### src/rtl/boot_seq_pkg.sv
package boot_seq_pkg;
  typedef enum logic [2:0] {
    S_HOLD    = 3'd0,
    S_ASK_SP  = 3'd1,
    S_WAIT_SP = 3'd2,
    S_ASK_PC  = 3'd3,
    S_WAIT_PC = 3'd4,
    S_RUN     = 3'd5
  } boot_state_e;
endpackage

### src/rtl/boot_hold_timer.sv
module boot_hold_timer #(
  parameter int HOLD_CYC = 6
) (
  input  logic clk,
  input  logic rst,
  output logic expired_o
);
  localparam int CW = $clog2(HOLD_CYC + 1);
  localparam logic [CW-1:0] LAST = CW'(HOLD_CYC - 1);

  logic [CW-1:0] cnt_q;

  always_ff @(posedge clk) begin
    if (rst)               cnt_q <= '0;
    else if (cnt_q != LAST) cnt_q <= cnt_q + 1'b1;
  end

  assign expired_o = (cnt_q == LAST);

  // once expired, the timer stays expired until reset
  a_r2_timer_sticky: assert property (@(posedge clk) disable iff (rst)
    expired_o |=> expired_o);
endmodule

### src/rtl/boot_vector_fsm.sv
module boot_vector_fsm
  import boot_seq_pkg::*;
#(
  parameter int ADDR_W = 32,
  parameter int DATA_W = 32
) (
  input  logic              clk,
  input  logic              rst,
  input  logic              hold_done_i,
  input  logic              mem_rvalid_i,
  output boot_state_e       state_o,
  output logic              mem_req_o,
  output logic [ADDR_W-1:0] mem_addr_o,
  output logic              sp_ld_o,
  output logic              pc_ld_o
);
  localparam int WB = DATA_W / 8;
  localparam logic [ADDR_W-1:0] PC_VEC = ~ADDR_W'(WB - 1);
  localparam logic [ADDR_W-1:0] SP_VEC = PC_VEC - ADDR_W'(WB);

  boot_state_e st_q, st_d;

  always_comb begin
    st_d = st_q;
    unique case (st_q)
      S_HOLD:    if (hold_done_i)  st_d = S_ASK_SP;
      S_ASK_SP:                    st_d = S_WAIT_SP;
      S_WAIT_SP: if (mem_rvalid_i) st_d = S_ASK_PC;
      S_ASK_PC:                    st_d = S_WAIT_PC;
      S_WAIT_PC: if (mem_rvalid_i) st_d = S_RUN;
      default:                     st_d = S_RUN;
    endcase
  end

  always_ff @(posedge clk) begin
    if (rst) st_q <= S_HOLD;
    else     st_q <= st_d;
  end

  assign state_o    = st_q;
  assign mem_req_o  = (st_q == S_ASK_SP) || (st_q == S_ASK_PC);
  assign mem_addr_o = (st_q == S_ASK_PC) ? PC_VEC : SP_VEC;
  assign sp_ld_o    = (st_q == S_WAIT_SP) && mem_rvalid_i;
  assign pc_ld_o    = (st_q == S_WAIT_PC) && mem_rvalid_i;

  // a request lasts exactly one cycle
  a_r6_req_single: assert property (@(posedge clk) disable iff (rst)
    mem_req_o |=> !mem_req_o);
  // a PC load is only possible after the stack pointer was loaded earlier
  a_r4_pc_after_sp: assert property (@(posedge clk) disable iff (rst)
    $rose(mem_req_o) && (mem_addr_o == PC_VEC) |-> $past(sp_ld_o));
endmodule

### src/rtl/boot_pc_regs.sv
module boot_pc_regs #(
  parameter int DATA_W = 32,
  parameter int UIP_W  = 12
) (
  input  logic                    clk,
  input  logic                    rst,
  input  logic                    sp_ld_i,
  input  logic                    pc_ld_i,
  input  logic [DATA_W-1:0]       rdata_i,
  input  logic [DATA_W-1:0]       disp_i,
  output logic [DATA_W-1:0]       sp_o,
  output logic [DATA_W+UIP_W-1:0] pc_o,
  output logic [DATA_W+UIP_W-1:0] tgt_o
);
  localparam int PC_W = DATA_W + UIP_W;

  // place a fetched vector above the micro-code pointer field
  function automatic logic [PC_W-1:0] place_vector(input logic [DATA_W-1:0] v);
    return {v, {UIP_W{1'b0}}};
  endfunction

  // relative target: add displacement to the macro part only
  function automatic logic [PC_W-1:0] rel_target(input logic [PC_W-1:0] pc,
                                                 input logic [DATA_W-1:0] d);
    logic [DATA_W-1:0] hi;
    hi = pc[PC_W-1:UIP_W] + d;
    return {hi, {UIP_W{1'b0}}};
  endfunction

  logic [DATA_W-1:0] sp_q;
  logic [PC_W-1:0]   pc_q;

  always_ff @(posedge clk) begin
    if (rst) begin
      sp_q <= '0;
      pc_q <= '0;
    end else begin
      if (sp_ld_i) sp_q <= rdata_i;
      if (pc_ld_i) pc_q <= place_vector(rdata_i);
    end
  end

  assign sp_o  = sp_q;
  assign pc_o  = pc_q;
  assign tgt_o = rel_target(pc_q, disp_i);

  // the micro-code pointer is zero after a vector load
  a_r5_uip_zero: assert property (@(posedge clk) disable iff (rst)
    pc_ld_i |=> (pc_o[UIP_W-1:0] == '0));
  // the stack pointer changes only through a load
  a_r6_sp_stable: assert property (@(posedge clk) disable iff (rst)
    !sp_ld_i |=> $stable(sp_o));
endmodule

### src/rtl/boot_vector_seq.sv
module boot_vector_seq
  import boot_seq_pkg::*;
#(
  parameter int ADDR_W   = 32,
  parameter int DATA_W   = 32,
  parameter int UIP_W    = 12,
  parameter int HOLD_CYC = 6
) (
  input  logic                    clk,
  input  logic                    rst,
  output logic                    mem_req_o,
  output logic [ADDR_W-1:0]       mem_addr_o,
  input  logic                    mem_rvalid_i,
  input  logic [DATA_W-1:0]       mem_rdata_i,
  input  logic                    exc_pend_i,
  output logic                    exc_pend_o,
  input  logic [DATA_W-1:0]       disp_i,
  output logic [DATA_W-1:0]       sp_o,
  output logic [DATA_W+UIP_W-1:0] pc_o,
  output logic [DATA_W+UIP_W-1:0] branch_tgt_o,
  output logic                    fetch_en_o
);
  logic        hold_done;
  logic        sp_ld, pc_ld;
  boot_state_e state;

  boot_hold_timer #(.HOLD_CYC(HOLD_CYC)) timer_i (
    .clk(clk), .rst(rst), .expired_o(hold_done)
  );

  boot_vector_fsm #(.ADDR_W(ADDR_W), .DATA_W(DATA_W)) fsm_i (
    .clk(clk), .rst(rst), .hold_done_i(hold_done), .mem_rvalid_i(mem_rvalid_i),
    .state_o(state), .mem_req_o(mem_req_o), .mem_addr_o(mem_addr_o),
    .sp_ld_o(sp_ld), .pc_ld_o(pc_ld)
  );

  boot_pc_regs #(.DATA_W(DATA_W), .UIP_W(UIP_W)) regs_i (
    .clk(clk), .rst(rst), .sp_ld_i(sp_ld), .pc_ld_i(pc_ld),
    .rdata_i(mem_rdata_i), .disp_i(disp_i),
    .sp_o(sp_o), .pc_o(pc_o), .tgt_o(branch_tgt_o)
  );

  assign fetch_en_o = (state == S_RUN);
  assign exc_pend_o = exc_pend_i && fetch_en_o;

  // fetch stays released until reset
  a_r7_fetch_sticky: assert property (@(posedge clk) disable iff (rst)
    fetch_en_o |=> fetch_en_o);
  // release follows a PC load
  a_r7_fetch_after_pc: assert property (@(posedge clk) disable iff (rst)
    $rose(fetch_en_o) |-> $past(pc_ld));
  // no exception passes before boot completes
  a_r8_exc_masked: assert property (@(posedge clk) disable iff (rst)
    !fetch_en_o |-> !exc_pend_o);
  // no request during the hold window
  a_r2_no_early_req: assert property (@(posedge clk) disable iff (rst)
    !hold_done |-> !mem_req_o);
endmodule

### config.mk
export PLATFORM = sky130hd
export DESIGN_NAME = boot_vector_seq
export DESIGN_NICKNAME = d
export VERILOG_FILES = /design/src/rtl/boot_seq_pkg.sv /design/src/rtl/boot_hold_timer.sv /design/src/rtl/boot_vector_fsm.sv /design/src/rtl/boot_pc_regs.sv /design/src/rtl/boot_vector_seq.sv
export SDC_FILE = /design/constraint.sdc
export NUM_CORES = 1
export LEC_CHECK = 0
export ABC_AREA = 1
export BUFFER_PORTS_ARGS = -buffer_cell sky130_fd_sc_hd__buf_2
export CORE_MARGIN = 4
export CORE_UTILIZATION = 30
export DETAILED_ROUTE_END_ITERATION = 7
export HOLD_SLACK_MARGIN = 0.03
export PLACE_DENSITY_LB_ADDON = 0.12
export SLEW_MARGIN = 25
export SYNTH_ARGS = -nofsm -noshare
export SYNTH_HDL_FRONTEND = slang
export SYNTH_HIERARCHICAL = 1
export SYNTH_SLANG_ARGS = --single-unit
### constraint.sdc
create_clock -name clk -period 2.92 [get_ports clk]
set_clock_uncertainty 0.2 [all_clocks]
set_input_delay 0.438 -clock clk [delete_from_list [all_inputs] [get_ports clk]]
set_output_delay 0.438 -clock clk [all_outputs]
set_load 0.01 [all_outputs]
Word level (Yosys, flattened, before mapping)
Index checks and enable logic that the tools add are counted.

storage, ports and cells
  register bits = 70
  bits of input ports = 68
  output and inout bits = 155
  word-level logic and storage cells = 27

cells by class
  add/sub/neg operators = 2
  eq/ne operators = 10
  mux-type cells = 5
  reduce and logical (&&, ||, !) cells = 6

operator list
  cell                                                   count
  adder 32 bit                                           1
  one-hot mux 3 bit (5 select lines)                     1
  two-way mux 3 bit                                      4
  == test 3 bit, second input constant                   3
  == test 3 x 2 -> 1 bit, second input constant          2
  inequality test 2 bit, second input constant           2
  adder 3 x 1 -> 3 bit, second input constant            1
  == test 3 x 1 -> 1 bit, second input constant          1
  logical AND 1 bit                                      3
  zero test 3 bit                                        1
  inequality test 3 bit, second input constant           1
  AND reduction 3 bit                                    1
  inequality test 2 x 1 -> 1 bit, second input constant  1
  logical OR 1 bit                                       1

Depth between registers and ports, before layout
  word-level depth = 3
  mapped depth = 12
  gate-level depth less buffers = 12

By module
The synthesis kept the hierarchy.

by module, submodules not included
  module           times used  cells an instance  area an instance (um2)  seq. area each (um2)
  boot_pc_regs     1           798                4737.0                  1281.2
  boot_vector_fsm  1           57                 385.4                   60.1
  boot_hold_timer  1           22                 156.4                   60.1
  boot_vector_seq  1           5                  27.5                    0.0

Least setup slack after synthesis
OpenSTA, ideal clock, no wires.

  kind = input -> output
  start = input disp_i[0]
  end = output branch_tgt_o[40]
  arrival = 1.773 ns
  data required time = 2.282 ns
  path slack = 0.509 ns
  cell stages on the path = 12
  path buffers = 0
  cell sequence = ha_1 > fa_1 > nand3_1 > nand3_2 > nand2_1 > nand2_2 > nand2_1 > nand2_2 > nand2_1 > nand2_1 > nand2_1 > nand2_1

between the ends
  longest elaborated chain between the ends = 1

RTL lines
  item          line                   source
  from (decl)   boot_vector_seq.sv:17  input logic [DATA_W-1:0] disp_i,
  adder 32 bit  boot_pc_regs.sv:26     hi = pc[PC_W-1:UIP_W] + d;
  to (decl)     boot_vector_seq.sv:20  output logic [DATA_W+UIP_W-1:0] branch_tgt_o,

Every way passes these cells.

Worst setup path in the final report
  start = register regs_i.pc_q[12] (netlist: regs_i/pc_o[12])
  end = output branch_tgt_o[40]

between the ends
  longest elaborated chain between the ends = 1

RTL lines
  item                    line                source
  from (decl)             boot_pc_regs.sv:31  logic [PC_W-1:0] pc_q;
  from (signal assigned)  boot_pc_regs.sv:39  if (pc_ld_i) pc_q <= place_vector(rdata_i);
  adder 32 bit            boot_pc_regs.sv:26

Every way passes these cells.

==> impl_metrics.env <==
export IMPL_die_w_um=141
export IMPL_outcome="complete, no violations"
export IMPL_cts_tree="built"
export IMPL_met3_length_um=1010
export IMPL_p_comb_share_pct=19.2
export IMPL_cts_htree_levels=3
export IMPL_place_congestion=0.884
export IMPL_drtPass1Iterations=4
export IMPL_wl_per_cell_um=13.4
export IMPL_hold_ws_ns=0.170
export IMPL_start_util_pct=30.7
export IMPL_clock_latency_ns=0.32
export IMPL_grt_max_degree=39
export IMPL_cp_start_kind="register"
export IMPL_totalWireLength_um=17100
export IMPL_drt_initial_drc_count=303
export IMPL_vias_per_cell=4.25
export IMPL_worst_slack_ns=0.152
export IMPL_row_count=48
export IMPL_dpl_instance_area_um2=6250
export IMPL_period_needed_ns=2.77
export IMPL_place_ws_ns=0.118
export IMPL_synth_edf_count=0
export IMPL_layout_drive_gt1_share_pct=22.8
export IMPL_drc=0
export IMPL_cp_startpoint="regs_i/pc_o[12]"
export IMPL_setup_viol=0
export IMPL_reg2reg_to="regs_i/pc_o[26]"
export IMPL_yosys_warnings=6
export IMPL_fp_coreArea_um2=17300
export IMPL_post_route_util_pct=38.0
export IMPL_critical_path_required_ns=2.28
export IMPL_synth_most_common_cell="nand2_1"
export IMPL_r2r_start="fsm_i/state_o[0]"
export IMPL_holdPathStages=3
export IMPL_wl_met1_um=8540
export IMPL_synth_area_leader_cell="dfxtp_1"
export IMPL_nets=1151
export IMPL_synth_area_leaders="dfxtp_1 26%, nand2_1 26%, inv_1 8.5%, a21oi_1 7.9%, buf_4 7.8%"
export IMPL_top_layer_used="met4"
export IMPL_clock_path_buffers=2
export IMPL_area_delta_synth_final_pct=23.8
export IMPL_finalCritPeriodShare_pct=94.8
export IMPL_clkPwrFrac_pct=39.7
export IMPL_seq_area_frac_synth_pct=26.4
export IMPL_syn_area_um2=5310
export IMPL_slew_headroom_pct=57.8
export IMPL_track_usage_pct=16.8
export IMPL_ir_worst_vdd_mv=0.313
export IMPL_diodes=0
export IMPL_min_to="regs_i/pc_o[20]"
export IMPL_synth_common_cells="362 x nand2_1, 120 x inv_1, 84 x a21oi_1"
export IMPL_numCtsBuffers=9
export IMPL_synth_seq_cells=70
export IMPL_p_sw_share_pct=29.5
export IMPL_final_max_slew_viol_count=0
export IMPL_reg2reg_slack_ns=1.20
export IMPL_synthArstFlopShare_pct=0
export IMPL_ctsHoldBuffers=0
export IMPL_critPathMaxFanout=4
export IMPL_path_class="reg2out"
export IMPL_seq_power_share_pct=41.1
export IMPL_place_hpwl_um=14200
export IMPL_fmax_mhz=361
export IMPL_port_buffers=167
export IMPL_worstRegToRegCells=7
export IMPL_min_path_type="in2reg"
export IMPL_leakagePower_nw=3.77
export IMPL_maxCapViolations=0
export IMPL_ios=223
export IMPL_clock_sinks=70
export IMPL_power_density_nw_per_um2=380
export IMPL_yosysUniqueCellTypes=27
export IMPL_timing_final_hold_violations=0
export IMPL_fin_area_um2=6570
export IMPL_clockRootBuffer="clkbuf_16"
export IMPL_worstSetupEndpointType="output pin"
export IMPL_synth_area_per_cell_um2=6.02
export IMPL_syn_inst=882
export IMPL_holdCritStartpoint="mem_rdata_i[8]"
export IMPL_die_height_um=141
export IMPL_vias=5435
export IMPL_power_internal_mw=1.76
export IMPL_fp_dieArea_um2=19900
export IMPL_yosys_most_used_dff="dfxtp_1"
export IMPL_gr_total_overflow=0
export IMPL_clk_pin_slew_ns=0.06
export IMPL_tightest_slew_ns=0.633
export IMPL_dp_cells=1262
export IMPL_first_global_vias=5050
export IMPL_yosys_area_top_type_share_pct=26.4
export IMPL_stdcell_count=1279
export IMPL_p_switching_mw=0.738
export IMPL_cp_arrival_ns=2.13
export IMPL_ant_nets=0
export IMPL_wl_met2_um=7290
export IMPL_grt_pass1_wl_um=26700
export IMPL_antenna_found_initial=0
export IMPL_nFillCells=1960
==> repair_timing <==
| action | CTS | global route |
|---|---|---|
| endpoints found under the hold margin | 0 | 0 |
| buffers inserted | 0 | 1 |
| endpoints found under the setup margin | 2 | 7 |
| cloned | 0 | 0 |
| pin swaps | 0 | 1 |
| resized for setup | 1 | 12 |
==> registers in the layout, summed over array words and instances, names as in the netlist <==
signal         flops
regs_i/pc_o       32
regs_i/sp_o       32
fsm_i/state_o      3
timer_i/cnt_q      3
==> final cells by class <==
type | instances | area, µm² | area share (%)
Multi-Input combinational cell | 664 | 3190 | 48.6
Sequential cell | 70 | 1400 | 21.4
Timing Repair Buffer | 180 | 958 | 14.6
Inverter | 124 | 465 | 7.09
Tap cell | 225 | 282 | 4.29
Clock buffer | 12 | 246 | 3.75
Clock inverter | 4 | 22.5 | 0.343
==> stage by stage <==
stage                     TNS (ns)  power [mW]
after CTS                        0        2.53
after global placement           0        1.53
after global routing      -0.00983        2.64
after detailed placement         0        1.53
final                            0        2.50
after floorplan                  0        1.39
==> critical path, cell delays in order, from the launching register on <==
cell	delay [ns]
dfxtp_2	0.34
ha_4	0.17
fa_2	0.43
nand3_2	0.10
nand3_2	0.09
nand2_1	0.08
nand2_2	0.08
nand2_2	0.07
nand2_2	0.08
nand2_2	0.09
nand2_1	0.05
nand2_1	0.05
nand2_1	0.04
buf_2	0.13
==> routing by layer <==
metal  global-route usage [%]  up-vias
met4                     4.08        0
met2                     25.3      158
met1                     24.7     2345
li1                         -     2919
met3                     3.43       13
met5                        0        -
==> power groups by stage <==
stage	sequential, mW	combinational [mW]	clock (mW)
after floorplan	1.06	0.331	0
after global placement	1.05	0.484	0
after detailed placement	1.05	0.482	0
after CTS	1.03	0.484	1.02
after global routing	1.03	0.544	1.06
final	1.03	0.480	0.993
==> layout by cell type (no fill, tap or decap), drive strengths merged <==
cell type	count
nand4	3
clkinv	3
o21bai	2
nor3	5
nand2	377
ha	33
xnor2	2
clkinvlp	1
nand3	29
fa	1
a21o	1
or2	2
nor4	1
xor2	14
a21oi	85
inv	124
nor2	53
conb	55
dfxtp	70
clkbuf	12
o21ai	1
buf	180
==> worst max path at each step <==
stage / end / slack, ns / cells past startpoint
6_report: branch_tgt_o[40] / 0.15 / 13
2_1_floorplan: branch_tgt_o[40] / 0.51 / 12
3_3_place_gp: branch_tgt_o[40] / 0.14 / 14
5_1_grt: branch_tgt_o[40] / -0.009 / 13
3_5_place_dp: branch_tgt_o[40] / 0.12 / 14
4_1_cts: branch_tgt_o[40] / 0.07 / 13
==> logic make-up (layout without fill, tap and decap cells) <==
family          Yosys count  after routing  synth area share [%]
fa+ha+maj                34             34                  8.16
other cells               3             55                 0.212
flops                    70             70                  26.4
xor+xnor                 16             16                  2.64
compound gates           89             89                  8.61
simple gates            470            470                  35.9
buf+inv                 200            320                  18.0
No activity file was read; power rests on OpenSTA's default activity.
